$ cat src/rtl/slv_pkg.sv
`timescale 1ns/1ps
package slv_pkg;

  typedef enum logic [1:0] {
    TC_NONE  = 2'd0,
    TC_AONLY = 2'd1,
    TC_WRITE = 2'd2,
    TC_READ  = 2'd3
  } tclass_e;

  // Sort a transfer type code into its response class.
  function automatic tclass_e classify_tt(input logic [4:0] tt);
    tclass_e c;
    case (tt)
      5'b00000, 5'b00100, 5'b01000, 5'b01100, 5'b10000: c = TC_AONLY;
      5'b00010, 5'b00110:                               c = TC_WRITE;
      5'b01010, 5'b01110:                               c = TC_READ;
      default:                                          c = TC_NONE;
    endcase
    return c;
  endfunction

  // Address falls inside a naturally aligned window of 2**lg bytes.
  function automatic logic win_match(input logic [63:0] a,
                                     input logic [63:0] base,
                                     input logic [5:0]  lg);
    logic [63:0] keep;
    keep = ~((64'd1 << lg) - 64'd1);
    return ((a ^ base) & keep) == 64'd0;
  endfunction

endpackage

$ cat src/rtl/slv_decode.sv
`timescale 1ns/1ps
module slv_decode #(
  parameter int unsigned AW      = 32,
  parameter int unsigned NUM_WIN = 2,
  parameter logic [NUM_WIN*AW-1:0] WIN_BASE = '0,
  parameter logic [NUM_WIN*6-1:0]  WIN_LG   = '0,
  parameter logic [NUM_WIN-1:0]    WIN_POST = '0
) (
  input  logic [4:0]       tt,
  input  logic [AW-1:0]    addr,
  input  logic             burst,
  output slv_pkg::tclass_e cls,
  output logic             hit,
  output logic             posted
);
  logic [NUM_WIN-1:0] hv;
  logic               attr;

  for (genvar w = 0; w < NUM_WIN; w++) begin : g_win
    assign hv[w] = slv_pkg::win_match(64'(addr), 64'(WIN_BASE[w*AW +: AW]),
                                      WIN_LG[w*6 +: 6]);
  end

  // Lowest-numbered matching window supplies the posting attribute.
  always_comb begin
    attr = 1'b0;
    for (int w = NUM_WIN - 1; w >= 0; w--) begin
      if (hv[w]) attr = WIN_POST[w];
    end
  end

  assign cls    = slv_pkg::classify_tt(tt);
  assign hit    = |hv;
  assign posted = (cls == slv_pkg::TC_WRITE) && (burst || attr);
endmodule

$ cat src/rtl/slv_wq.sv
`timescale 1ns/1ps
module slv_wq #(
  parameter int unsigned W     = 8,
  parameter int unsigned DEPTH = 4
) (
  input  logic                 clk,
  input  logic                 rst_n,
  input  logic                 push,
  input  logic [W-1:0]         din,
  input  logic                 pop,
  output logic                 valid,
  output logic [W-1:0]         dout,
  output logic                 full,
  output logic [$clog2(DEPTH+1)-1:0] count
);
  localparam int unsigned PW = (DEPTH > 1) ? $clog2(DEPTH) : 1;
  localparam int unsigned CW = $clog2(DEPTH + 1);
  localparam logic [CW-1:0] CNT_MAX = CW'(DEPTH);
  localparam logic [PW-1:0] PTR_LAST = PW'(DEPTH - 1);

  logic [W-1:0]  mem [DEPTH];
  logic [PW-1:0] rd_p, wr_p;
  logic [CW-1:0] cnt;
  logic          do_push, do_pop;

  function automatic logic [PW-1:0] bump(input logic [PW-1:0] p);
    return (p == PTR_LAST) ? '0 : p + PW'(1);
  endfunction

  assign do_push = push && (cnt != CNT_MAX);
  assign do_pop  = pop && (cnt != '0);

  always_ff @(posedge clk) begin
    if (do_push) mem[wr_p] <= din;
  end

  always_ff @(posedge clk) begin
    if (!rst_n) begin
      rd_p <= '0;
      wr_p <= '0;
      cnt  <= '0;
    end else begin
      if (do_push) wr_p <= bump(wr_p);
      if (do_pop)  rd_p <= bump(rd_p);
      case ({do_push, do_pop})
        2'b10:   cnt <= cnt + CW'(1);
        2'b01:   cnt <= cnt - CW'(1);
        default: cnt <= cnt;
      endcase
    end
  end

  assign valid = (cnt != '0);
  assign dout  = mem[rd_p];
  assign full  = (cnt == CNT_MAX);
  assign count = cnt;
endmodule

$ cat src/rtl/slv_resp_fsm.sv
`timescale 1ns/1ps
module slv_resp_fsm #(
  parameter int unsigned BEATS = 4
) (
  input  logic             clk,
  input  logic             rst_n,
  input  logic             ts_valid,
  input  slv_pkg::tclass_e cls,
  input  logic             hit,
  input  logic             posted,
  input  logic             burst,
  input  logic             wq_full,
  input  logic             dn_done,
  input  logic             dn_fail,
  output logic             idle,
  output logic             aack,
  output logic             tack,
  output logic             retry,
  output logic             dn_req,
  output logic             push
);
  localparam int unsigned BCW = $clog2(BEATS + 1);

  typedef enum logic [2:0] {
    S_IDLE, S_DEC, S_WFULL, S_WAITDN, S_BEATS
  } st_e;

  st_e            st;
  logic [BCW-1:0] left;
  logic           is_rw, post_go;

  assign is_rw   = (cls == slv_pkg::TC_WRITE) || (cls == slv_pkg::TC_READ);
  assign post_go = !wq_full &&
                   (((st == S_DEC) && is_rw && hit && posted) || (st == S_WFULL));

  always_ff @(posedge clk) begin
    if (!rst_n) begin
      st     <= S_IDLE;
      left   <= '0;
      aack   <= 1'b0;
      tack   <= 1'b0;
      retry  <= 1'b0;
      dn_req <= 1'b0;
      push   <= 1'b0;
    end else begin
      aack  <= 1'b0;
      tack  <= 1'b0;
      retry <= 1'b0;
      push  <= 1'b0;
      if (post_go) begin
        aack <= 1'b1;
        tack <= 1'b1;
        push <= 1'b1;
        left <= BCW'(BEATS - 1);
        st   <= burst ? S_BEATS : S_IDLE;
      end else begin
        case (st)
          S_IDLE: if (ts_valid) st <= S_DEC;
          S_DEC: begin
            st <= S_IDLE;
            if (cls == slv_pkg::TC_AONLY) begin
              aack <= hit;
            end else if (is_rw && hit) begin
              if (posted) st <= S_WFULL;
              else begin
                dn_req <= 1'b1;
                st     <= S_WAITDN;
              end
            end
          end
          S_WFULL: st <= S_WFULL;
          S_WAITDN: begin
            if (dn_fail) begin
              aack   <= 1'b1;
              retry  <= 1'b1;
              dn_req <= 1'b0;
              st     <= S_IDLE;
            end else if (dn_done) begin
              aack   <= 1'b1;
              tack   <= 1'b1;
              dn_req <= 1'b0;
              left   <= BCW'(BEATS - 1);
              st     <= burst ? S_BEATS : S_IDLE;
            end
          end
          S_BEATS: begin
            tack <= 1'b1;
            left <= left - BCW'(1);
            if (left == BCW'(1)) st <= S_IDLE;
          end
          default: st <= S_IDLE;
        endcase
      end
    end
  end

  assign idle = (st == S_IDLE);
endmodule

$ cat src/rtl/slv_resp_ctrl.sv
`timescale 1ns/1ps
module slv_resp_ctrl #(
  parameter int unsigned AW       = 32,
  parameter int unsigned DW       = 32,
  parameter int unsigned BEATS    = 4,
  parameter int unsigned WQ_DEPTH = 4,
  parameter int unsigned NUM_WIN  = 2,
  parameter logic [NUM_WIN*AW-1:0] WIN_BASE = {32'hC000_0000, 32'h8000_0000},
  parameter logic [NUM_WIN*6-1:0]  WIN_LG   = {6'd16, 6'd24},
  parameter logic [NUM_WIN-1:0]    WIN_POST = 2'b01
) (
  input  logic                clk,
  input  logic                rst_n,
  input  logic                ts_valid,
  input  logic [4:0]          ts_type,
  input  logic [AW-1:0]       ts_addr,
  input  logic                ts_burst,
  input  logic [2:0]          ts_size,
  input  logic [BEATS*DW-1:0] ts_wdata,
  output logic                aack,
  output logic                tack,
  output logic                retry,
  output logic                dn_req,
  output logic [AW-1:0]       dn_addr,
  output logic                dn_write,
  output logic                dn_burst,
  input  logic                dn_done,
  input  logic                dn_fail,
  input  logic                wq_pop,
  output logic                wq_valid,
  output logic [AW-1:0]       wq_addr,
  output logic [2:0]          wq_size,
  output logic                wq_burst,
  output logic [BEATS*DW-1:0] wq_data
);
  localparam int unsigned DATA_W = BEATS * DW;
  localparam int unsigned ENT_W  = AW + 3 + 1 + DATA_W;
  localparam int unsigned CW     = $clog2(WQ_DEPTH + 1);

  logic [4:0]        cap_type;
  logic [AW-1:0]     cap_addr;
  logic              cap_burst;
  logic [2:0]        cap_size;
  logic [DATA_W-1:0] cap_wdata;

  slv_pkg::tclass_e  cls;
  logic              hit, posted, fsm_idle, cap_en;
  logic [ENT_W-1:0]  ent_in, ent_out;

  // Named events for the checker.
  logic              ev_push, ev_pop, wq_full;
  logic [CW-1:0]     wq_count;

  assign cap_en = ts_valid && fsm_idle;

  always_ff @(posedge clk) begin
    if (!rst_n) begin
      cap_type  <= '0;
      cap_addr  <= '0;
      cap_burst <= 1'b0;
      cap_size  <= '0;
      cap_wdata <= '0;
    end else if (cap_en) begin
      cap_type  <= ts_type;
      cap_addr  <= ts_addr;
      cap_burst <= ts_burst;
      cap_size  <= ts_size;
      cap_wdata <= ts_wdata;
    end
  end

  slv_decode #(
    .AW(AW), .NUM_WIN(NUM_WIN), .WIN_BASE(WIN_BASE),
    .WIN_LG(WIN_LG), .WIN_POST(WIN_POST)
  ) u_dec (
    .tt(cap_type), .addr(cap_addr), .burst(cap_burst),
    .cls(cls), .hit(hit), .posted(posted)
  );

  slv_resp_fsm #(.BEATS(BEATS)) u_fsm (
    .clk(clk), .rst_n(rst_n), .ts_valid(ts_valid),
    .cls(cls), .hit(hit), .posted(posted), .burst(cap_burst),
    .wq_full(wq_full), .dn_done(dn_done), .dn_fail(dn_fail),
    .idle(fsm_idle), .aack(aack), .tack(tack), .retry(retry),
    .dn_req(dn_req), .push(ev_push)
  );

  assign ent_in = {cap_addr, cap_size, cap_burst, cap_wdata};

  slv_wq #(.W(ENT_W), .DEPTH(WQ_DEPTH)) u_wq (
    .clk(clk), .rst_n(rst_n), .push(ev_push), .din(ent_in),
    .pop(wq_pop), .valid(wq_valid), .dout(ent_out),
    .full(wq_full), .count(wq_count)
  );

  assign ev_pop = wq_pop && wq_valid;
  assign {wq_addr, wq_size, wq_burst, wq_data} = ent_out;

  assign dn_addr  = cap_addr;
  assign dn_write = (cls == slv_pkg::TC_WRITE);
  assign dn_burst = cap_burst;
endmodule

$ cat config.mk
export PLATFORM = sky130hd
export DESIGN_NAME = slv_resp_ctrl
export DESIGN_NICKNAME = d
export VERILOG_FILES = /design/src/rtl/slv_pkg.sv /design/src/rtl/slv_decode.sv /design/src/rtl/slv_wq.sv /design/src/rtl/slv_resp_fsm.sv /design/src/rtl/slv_resp_ctrl.sv
export SDC_FILE = /design/constraint.sdc
export NUM_CORES = 1
export LEC_CHECK = 0
export ABC_CLOCK_PERIOD_IN_PS = 6000
export BUFFER_PORTS_ARGS = -buffer_cell sky130_fd_sc_hd__buf_2
export CORE_MARGIN = 3
export CORE_UTILIZATION = 36
export DETAILED_ROUTE_END_ITERATION = 8
export HOLD_SLACK_MARGIN = 0.05
export PLACE_DENSITY = 0.53
export SLEW_MARGIN = 20
export SYNTH_ARGS = -nofsm -noshare
export SYNTH_HDL_FRONTEND = slang
export SYNTH_SLANG_ARGS = --single-unit
$ cat constraint.sdc
create_clock -name clk -period 6 [get_ports clk]
set_input_delay 1.2 -clock clk [delete_from_list [all_inputs] [get_ports clk]]
set_output_delay 1.2 -clock clk [all_outputs]
set_load 0.01 [all_outputs]
==> results.cfg, run 1 <==
[status]
status = finished, final reports clean

[worst_setup_path]
slowest_delay_ns = 0.63
arrival_ns = 2.57
crit_slowest_cell = mux4_2
worst-setup-path-type = reg -> out
worstSetupStartpointType = register
critPathMaxFanout = 63
cp.required_ns = 4.80
crit_chain = buf_12 -> mux4_2 -> buf_2
worst_setup_path_end_kind = output pin

[finish]
fin_util_pct = 43.9
layout.cells.non_filler = 3339
final_area_sq_um = 36800
fillerInstances = 7550
area_growth_syn_to_layout_pct = 20.3
nNetsFinal = 2307
layout-drive-gt1-share_pct = 32.5

[sta]
setup_tns_ns = 0
setup_viol = 0
rsz0062_at_grt = false
skew_ns = 0.0361
min_period_ns = 3.77
finalHoldViolations = 0
report.final.slew_viol_count = 0
worstMarginPinSlew_ns = 0.942
clock.fmax_mhz = 265
hold_ws_ns = 0.470
post-route-period-util_pct = 62.9
relSlewSlack_pct = 37.2
setup_slack_ns = 2.23

[clock_tree]
cts_buffers = 90
post_cts_buffers = 0
h-tree-depth = 3
cts_buffer_depth = 3
cts.sinks = 847
hold_buffers = 0
cts_tree = done
ctsResizeCount = 0
clock_latency_ns = 0.64
cts-root-buf = clkbuf_16
clkTransAtPathRegs_ns = 0.06

[grt]
grt-ovfl-total = 0
grt_max_degree = 106
antenna_found_initial = 10
grt_pass1_wl_um = 108000
grtUsageTotal_pct = 16.1
grt_pass1_vias = 17600

[power_and_ir_drop]
p_leak_nw = 12.5
p_total_mw = 12.3
ir_drop_v = 0.000192
powerDensity_nw_per_um2 = 335

[die]
num_io_pins = 378
start_util_pct = 36.5
core-area_sq_um = 83800
rows = 106
die_w_um = 297
die_area_sq_um = 88400
die_y_um = 297

[hold_path]
hold_path.class = reg -> reg

[drt]
drtIter0Drc = 1039
dr_wl_met2_um = 35600
wl_met3_um = 4700
vias = 16400
drc = 0
drtPass1Iterations = 5
post_drt_wl_per_cell_um = 21.4
drtAntennaViolNets = 0
wirelength_um = 71400
top_layer = met5
viasPerCell = 4.92
drt-met1-wl_um = 29500

[placed_design]
gp_congestion = 0.766
io_buffers = 377
postPlaceCellArea_sq_um = 33800
dpl.hpwl_um = 40200
dp_cells = 3165
place_ws_ns = 2.77

[synthesis]
yosysSeqAreaShare_pct = 77.0
synth_seq_cells = 847
synth_edf_count = 656
async_flop_share_pct = 0
avgSynthCellArea_sq_um = 17.7
syn-cell-area_sq_um = 30600
syn_inst = 1730
synth_fp_nets = 1914
synth_ff_type = edfxtp_1
ys_warn_count = 0
synth_cell_types = 52

[job]
cap_violations = 0
==> report_power, final <==
part	internal, mW	leakage, nW	switching (mW)
combinational	0.111	3.46	0.195
sequential	6.39	7.58	0.0872
clock	3.27	1.47	2.28
==> cell type report <==
type                            instances  area, sq um  area share (%)
Multi-Input combinational cell        773         6600            17.9
Sequential cell                       847        23500            64.0
Clock buffer                          127         2490            6.78
Timing Repair Buffer                  397         2160            5.88
Antenna cell                            5         12.5          0.0340
Tap cell                             1134         1420            3.86
Inverter                               14         57.6           0.157
Clock inverter                         42          503            1.37
==> path summary, 6_finish.rpt <==
| check | start | end | slack [ns] | depth (start not counted) |
|---|---|---|---|---|
| max | register | wq_data[45] | 2.23 | 3 |
| min | u_fsm.dn_req$_SDFFE_PN0P_ | u_fsm.dn_req$_SDFFE_PN0P_ | 0.47 | 2 |
| max reg2reg | u_fsm.st[1]$_SDFFE_PN0P_ | cap_wdata[41]$_SDFFE_PN0N_ | 3.47 | 4 |
| min reg2reg | u_fsm.dn_req$_SDFFE_PN0P_ | u_fsm.dn_req$_SDFFE_PN0P_ | 0.47 | 2 |
==> routing by layer <==
layer,GRT usage (%),vias to the layer above
met1,20.4,8433
met4,4.49,6
li1,-,7438
met3,4.34,111
met2,27.2,425
met5,0,-
==> placed cells by master, fill, tap and decap left out, types with 5 or more instances in the layout <==
cell,count
inv_1,13
buf_2,377
buf_4,10
nor2_1,7
bufinv_16,8
a21oi_1,178
edfxtp_1,656
o21ai_0,5
clkbuf_16,91
clkbuf_8,8
dfxtp_1,189
nand2_1,348
clkinv_2,19
clkbuf_1,28
diode_2,5
ha_1,8
or3_1,5
clkinv_1,7
mux4_2,164
buf_12,10
==> worst max-delay path, delay by kind of cell, from the launching register on <==
family | cells | cell delay [ns]
multiplexers | 1 | 0.63
flip-flops | 1 | 0.58
buffers and inverters | 2 | 0.65
==> state kept, by name (all words and copies together), names as in the netlist, named ones only <==
signal and cells:
u_fsm.st 3, cap_size 3, u_wq.rd_p 2, u_fsm.left 3, dn_burst 1, u_fsm.aack 1, cap_type 5, u_wq.mem 656
cap_wdata 128, u_fsm.push 1, u_fsm.dn_req 1, dn_addr 32, u_wq.wr_p 2, u_fsm.retry 1, u_wq.count 3, u_fsm.tack 1
u_dec.cls 2
==> cell usage after synthesis, types with 2 or more instances <==
| library cell | count | area [sq um] |
|---|---|---|
| edfxtp_1 | 656 | 19700 |
| nand2_1 | 348 | 1310 |
| dfxtp_1 | 191 | 3820 |
| a21oi_1 | 178 | 891 |
| mux4_2 | 164 | 3690 |
| buf_2 | 46 | 230 |
| clkbuf_1 | 45 | 169 |
| inv_1 | 13 | 48.8 |
| ha_1 | 8 | 100 |
| nor2_1 | 7 | 26.3 |
| and3_1 | 5 | 31.3 |
| o21ai_0 | 5 | 25.0 |
| or3_1 | 5 | 31.3 |
| a31oi_1 | 4 | 25.0 |
| buf_1 | 4 | 15.0 |
| nor3b_1 | 4 | 30.0 |
| nand3_1 | 3 | 15.0 |
| or3b_2 | 3 | 26.3 |
| and3b_1 | 2 | 17.5 |
| nand2b_1 | 2 | 12.5 |
| nor2b_1 | 2 | 12.5 |
| nor4b_1 | 2 | 17.5 |
| o2111ai_1 | 2 | 17.5 |
| or4_1 | 2 | 15.0 |
| xor2_1 | 2 | 17.5 |
==> cells by family after synthesis <==
logic type,after synthesis,synth area share [%]
xor+xnor,3,0.0860
mux,166,12.2
flops,847,77.0
fa+ha+maj,9,0.393
simple gates,398,5.48
buf+inv,110,1.55
compound gates,197,3.37
Note: power is estimated with default switching activity, not from simulation.
==> inputs of run 2 (changes only) <==
- ABC_CLOCK_PERIOD_IN_PS: 6000 -> 3620
- clock period: 6 -> 3.62 ns (I/O delays scaled with it)
==> run 2 against run 1 <==
Against the previous run:
- cell area rose by 1.0%
- utilization is 0.46 points higher
- critical path type unchanged
- clock power increased by 70%
==> results.cfg, run 2 (synthesis gave the netlist of run 1 again) <==
[finish]
largest_reg_flops = 656
final_common_cell = edfxtp_1
final_area_sq_um = 37200
nNetsFinal = 2323
layout-drive-gt1-share_pct = 33.2
layout.cells.non_filler = 3354
largest-register = u_wq.mem
area_growth_syn_to_layout_pct = 21.6
mostFrequentLayoutCells = edfxtp_1, buf_2, nand2_1, dfxtp_1, a21oi_1

[placed_design]
io_buffers = 377
postPlaceCellArea_sq_um = 34000
gp_congestion = 0.759
dp_cells = 3180
dpl.hpwl_um = 43300

[worst_setup_path]
critPathTopFamily = buffers and inverters
r2r_slack_ns = 1.16
crit_chain = buf_12 -> buf_12 -> mux4_2 -> buf_2
worst_setup_path_end_kind = output pin
critPathMaxFanout = 18
r2r-end = u_wq.count[2]$_SDFFE_PN0P_
crit_slowest_cell = dfxtp_4
slowest_delay_ns = 0.62
cp.required_ns = 2.90
worstSetupStartpointType = register
crit_top_cell = buf_12
worst-setup-path-type = reg -> out
r2r-start = u_wq.count[2]$_SDFFE_PN0P_
reg2reg_depth = 8
arrival_ns = 2.47
timing.critical_path.buf_inv = 3

[clock_tree]
clock_latency_ns = 0.63
cts_buffers = 91
clkTransAtPathRegs_ns = 0.06
cts_buffer_depth = 3
post_cts_buffers = 0
cts-root-buf = clkbuf_16
cts_tree = done
hold_buffers = 0
ctsResizeCount = 0
cts.sinks = 847
h-tree-depth = 3

[drt]
drtAntennaViolNets = 0
vias = 16500
drtPass1Iterations = 8
wirelength_um = 73500
post_drt_wl_per_cell_um = 21.9
viasPerCell = 4.93
drc = 0
drtIter0Drc = 913

[hold_path]
hold_path.class = in -> reg
holdPathEnd = dn_addr[5]$_SDFFE_PN0N_
min_path_cells = 3
holdCritStartpoint = ts_addr[5]

[sta]
min_period_ns = 3.19
rsz0062_at_grt = false
finalHoldViolations = 0
skew_ns = 0.0355
setup_tns_ns = 0
relSlewSlack_pct = 41.5
report.final.slew_viol_count = 0
clock.fmax_mhz = 313
post-route-period-util_pct = 88.2
setup_viol = 0
worstMarginPinSlew_ns = 0.878

[power_and_ir_drop]
powerDensity_nw_per_um2 = 556
p_leak_nw = 12.7
ir_drop_v = 0.000361

[die]
die_y_um = 297
num_io_pins = 378
die_area_sq_um = 88400
start_util_pct = 36.5
rows = 106
die_w_um = 297
core-area_sq_um = 83800

[status]
status = finished, final reports clean

[grt]
grt_pass1_vias = 17900
grt_pass1_wl_um = 111000
grt_max_degree = 136
grt-ovfl-total = 0
grtUsageTotal_pct = 16.6
antenna_found_initial = 5

[job]
cap_violations = 0
-- run 2: changes by cell type in the layout (fill, tap and decap cells not counted), moves of 2 or more --
cell        before  now
diode_2          5    2
clkbuf_1        28   19
clkinv_1         7   11
inv_16           2    4
buf_4           10   12
clkbuf_8         8   14
buf_12          10   23
clkinvlp_4       1    3
-- run 2: how the worst max path moves through the flow --
stage | endpoint | slack [ns] | depth (start not counted)
after CTS | wq_data[100] | 0.29 | 4
final | wq_addr[24] | 0.43 | 4
after floorplan | u_wq.mem[0][0]$_DFFE_PP_ | 0.46 | 3
after global placement | wq_data[10] | 1.01 | 3
after detailed placement | wq_data[100] | 0.99 | 4
after global routing | wq_data[100] | 0.25 | 4
-- run 2: metal layers --
layer  share of wire (%)  track usage [%]  vias up
li1                    -                -     7471
met5               0.018                0        -
met3                 5.1             3.30      106
met4                 2.6             5.41        2
met1                  40             20.4     8556
met2                  52             29.4      401
-- run 2: worst min-delay path: stages --
cell and delay (ns):
buf_2 0.09, nand2_1 0.04, a21oi_1 0.05
-- run 2: report_power, final --
group	switching [mW]	internal [mW]	total, mW
clock network	3.82	5.59	9.41
logic	0.334	0.192	0.525
registers	0.144	10.6	10.7
-- run 2: metrics by stage --
step                worst slack, ns  power (mW)  hold WS [ns]  util, %
floorplan                     0.456        11.2         0.444        -
global placement               1.01        11.5         0.455     40.6
detailed placement            0.987        11.5         0.454     40.6
CTS                           0.291        21.0         0.254     44.3
global route                  0.245        21.4         0.280     44.3
finish                        0.427        20.7         0.318     44.3
-- run 2: layout make-up --
type | count | area [sq um]
Timing Repair Buffer | 412 | 2440
Antenna cell | 2 | 5.00
Tap cell | 1134 | 1420
Fill cell | 7557 | 46700
Clock inverter | 47 | 543
Multi-Input combinational cell | 773 | 6600
Sequential cell | 847 | 23500
Inverter | 14 | 57.6
Clock buffer | 125 | 2570
==> inputs of run 3 (changes only) <==
==> constraint.sdc (replaced) <==
create_clock -name clk -period 3.62 [get_ports clk]
set_input_delay 1.086 -clock clk [delete_from_list [all_inputs] [get_ports clk]]
set_output_delay 1.086 -clock clk [all_outputs]
set_load 0.01 [all_outputs]
==> run 3 against run 2 <==
Against the previous run:
- non-clock buffer count increased by 1
- die area unchanged
- count of clock-buffer cells in the layout down 9
- sequential power is essentially flat
- register-to-register slack gained 0.04 ns
- critical path depth did not move
- setup slack lost 0.22 ns
- worst hold slack improved by 0.13 ns
- combinational power increased by 2%
- cell area decreased by 0.37%
- utilization down 0.16 points
- first-iteration DRC count down 7.2%
==> results.cfg, run 3 (synthesis gave the netlist of run 1 again) <==
[finish]
multi_input_area_sq_um = 6600
largest-register = u_wq.mem
seqCellArea_sq_um = 23500
largest_reg_flops = 656
layout.cells.non_filler = 3352
layout-drive-gt1-share_pct = 33.2
area_growth_syn_to_layout_pct = 21.1
fillerInstances = 7472
mostFrequentLayoutCells = edfxtp_1, buf_2, nand2_1, dfxtp_1, a21oi_1
nNetsFinal = 2323
final_common_cell = edfxtp_1

[grt]
grt-ovfl-total = 0
grt.met3_usage_pct = 3.41
grt.met1_usage_pct = 19.6
grt_use_met2_pct = 28.0
top_usage_layer = met2
grt_pass1_wl_um = 107000
grtUsageTotal_pct = 15.9
antenna_found_initial = 2
grt_max_degree = 97
grt_pass1_vias = 17300

[sta]
finalHoldViolations = 0
setup_slack_ns = 0.203
post-route-period-util_pct = 94.4
setup_viol = 0
min_period_ns = 3.42
report.final.slew_viol_count = 0
skew_ns = 0.0292
setup_tns_ns = 0
rsz0062_at_grt = false
worstMarginPinSlew_ns = 0.715
clock.fmax_mhz = 293
relSlewSlack_pct = 52.3

[placed_design]
gp_congestion = 0.735
io_buffers = 377
dp_cells = 3181
place_ws_ns = 0.789
dpl.hpwl_um = 42300

[die]
start_util_pct = 36.5
die_area_sq_um = 88400
core-area_sq_um = 83800
die_y_um = 297
num_io_pins = 378
die_w_um = 297
rows = 106

[clock_tree]
cts.sinks = 847
cts_tree = done
h-tree-depth = 3
cts_buffer_depth = 3
cts-root-buf = clkbuf_16
ctsResizeCount = 0
clock_latency_ns = 0.64
hold_buffers = 0
clkTransAtPathRegs_ns = 0.06
cts_buffers = 90
post_cts_buffers = 0

[hold_path]
hold_path.class = reg -> reg
min_path_cells = 2

[drt]
vias = 16500
wirelength_um = 71400
post_drt_wl_per_cell_um = 21.3
drtAntennaViolNets = 0
drtIter0Drc = 847
viasPerCell = 4.92
drtPass1Iterations = 5
drc = 0

[worst_setup_path]
worst-setup-path-type = reg -> out
cp.required_ns = 2.53
reg2reg_depth = 8
critPathMaxFanout = 20
arrival_ns = 2.33
worst_setup_path_end_kind = output pin
worstSetupStartpointType = register

[power_and_ir_drop]
p_leak_nw = 12.6
ir_drop_v = 0.000387
p_total_mw = 20.2
powerDensity_nw_per_um2 = 544

[job]
cap_violations = 0

[status]
status = finished, final reports clean
## run 3: layout make-up
type	instances	area share, %
inverter	14	0.155
clock buffer	116	6.68
antenna	3	0.0203
clock inverter	52	1.19
sequential	847	63.6
multi-input combinational	773	17.8
timing repair buffer	413	6.74
tap	1134	3.83
## run 3: critical path, stage by stage (launching register included)
cell and delay (ns):
dfxtp_4 0.48, buf_12 0.24, buf_12 0.24, mux4_2 0.55, buf_2 0.17
## run 3: metrics by stage
stage                     hold WS [ns]  util [%]  cell area [sq um]
after floorplan                  0.444         -              30600
after global placement           0.453      40.7              34100
after detailed placement         0.440      40.7              34100
after CTS                        0.455      44.2              37000
after global routing             0.494      44.2              37000
final                            0.447      44.2              37000
## run 3: metal layers
metal | part of all wire, % | vias up
li1 | - | 7483
met1 | 40 | 8481
met2 | 52 | 426
met3 | 5.5 | 98
met4 | 2.2 | 0
met5 | 0 | -
## run 3: where the power goes
part	leakage (nW)	total [mW]	switching [mW]	internal (mW)
Sequential	7.58	10.7	0.148	10.6
Clock	1.45	8.88	3.73	5.15
Combinational	3.60	0.533	0.331	0.201
## run 3: worst paths after layout
| path | to | slack (ns) | startpoint |
|---|---|---|---|
| max | wq_data[43] | 0.20 | register |
| min | u_fsm.dn_req$_SDFFE_PN0P_ | 0.45 | u_fsm.dn_req$_SDFFE_PN0P_ |
| max reg2reg | u_wq.count[2]$_SDFFE_PN0P_ | 1.20 | u_wq.count[0]$_SDFFE_PN0P_ |
| min reg2reg | u_fsm.dn_req$_SDFFE_PN0P_ | 0.45 | u_fsm.dn_req$_SDFFE_PN0P_ |
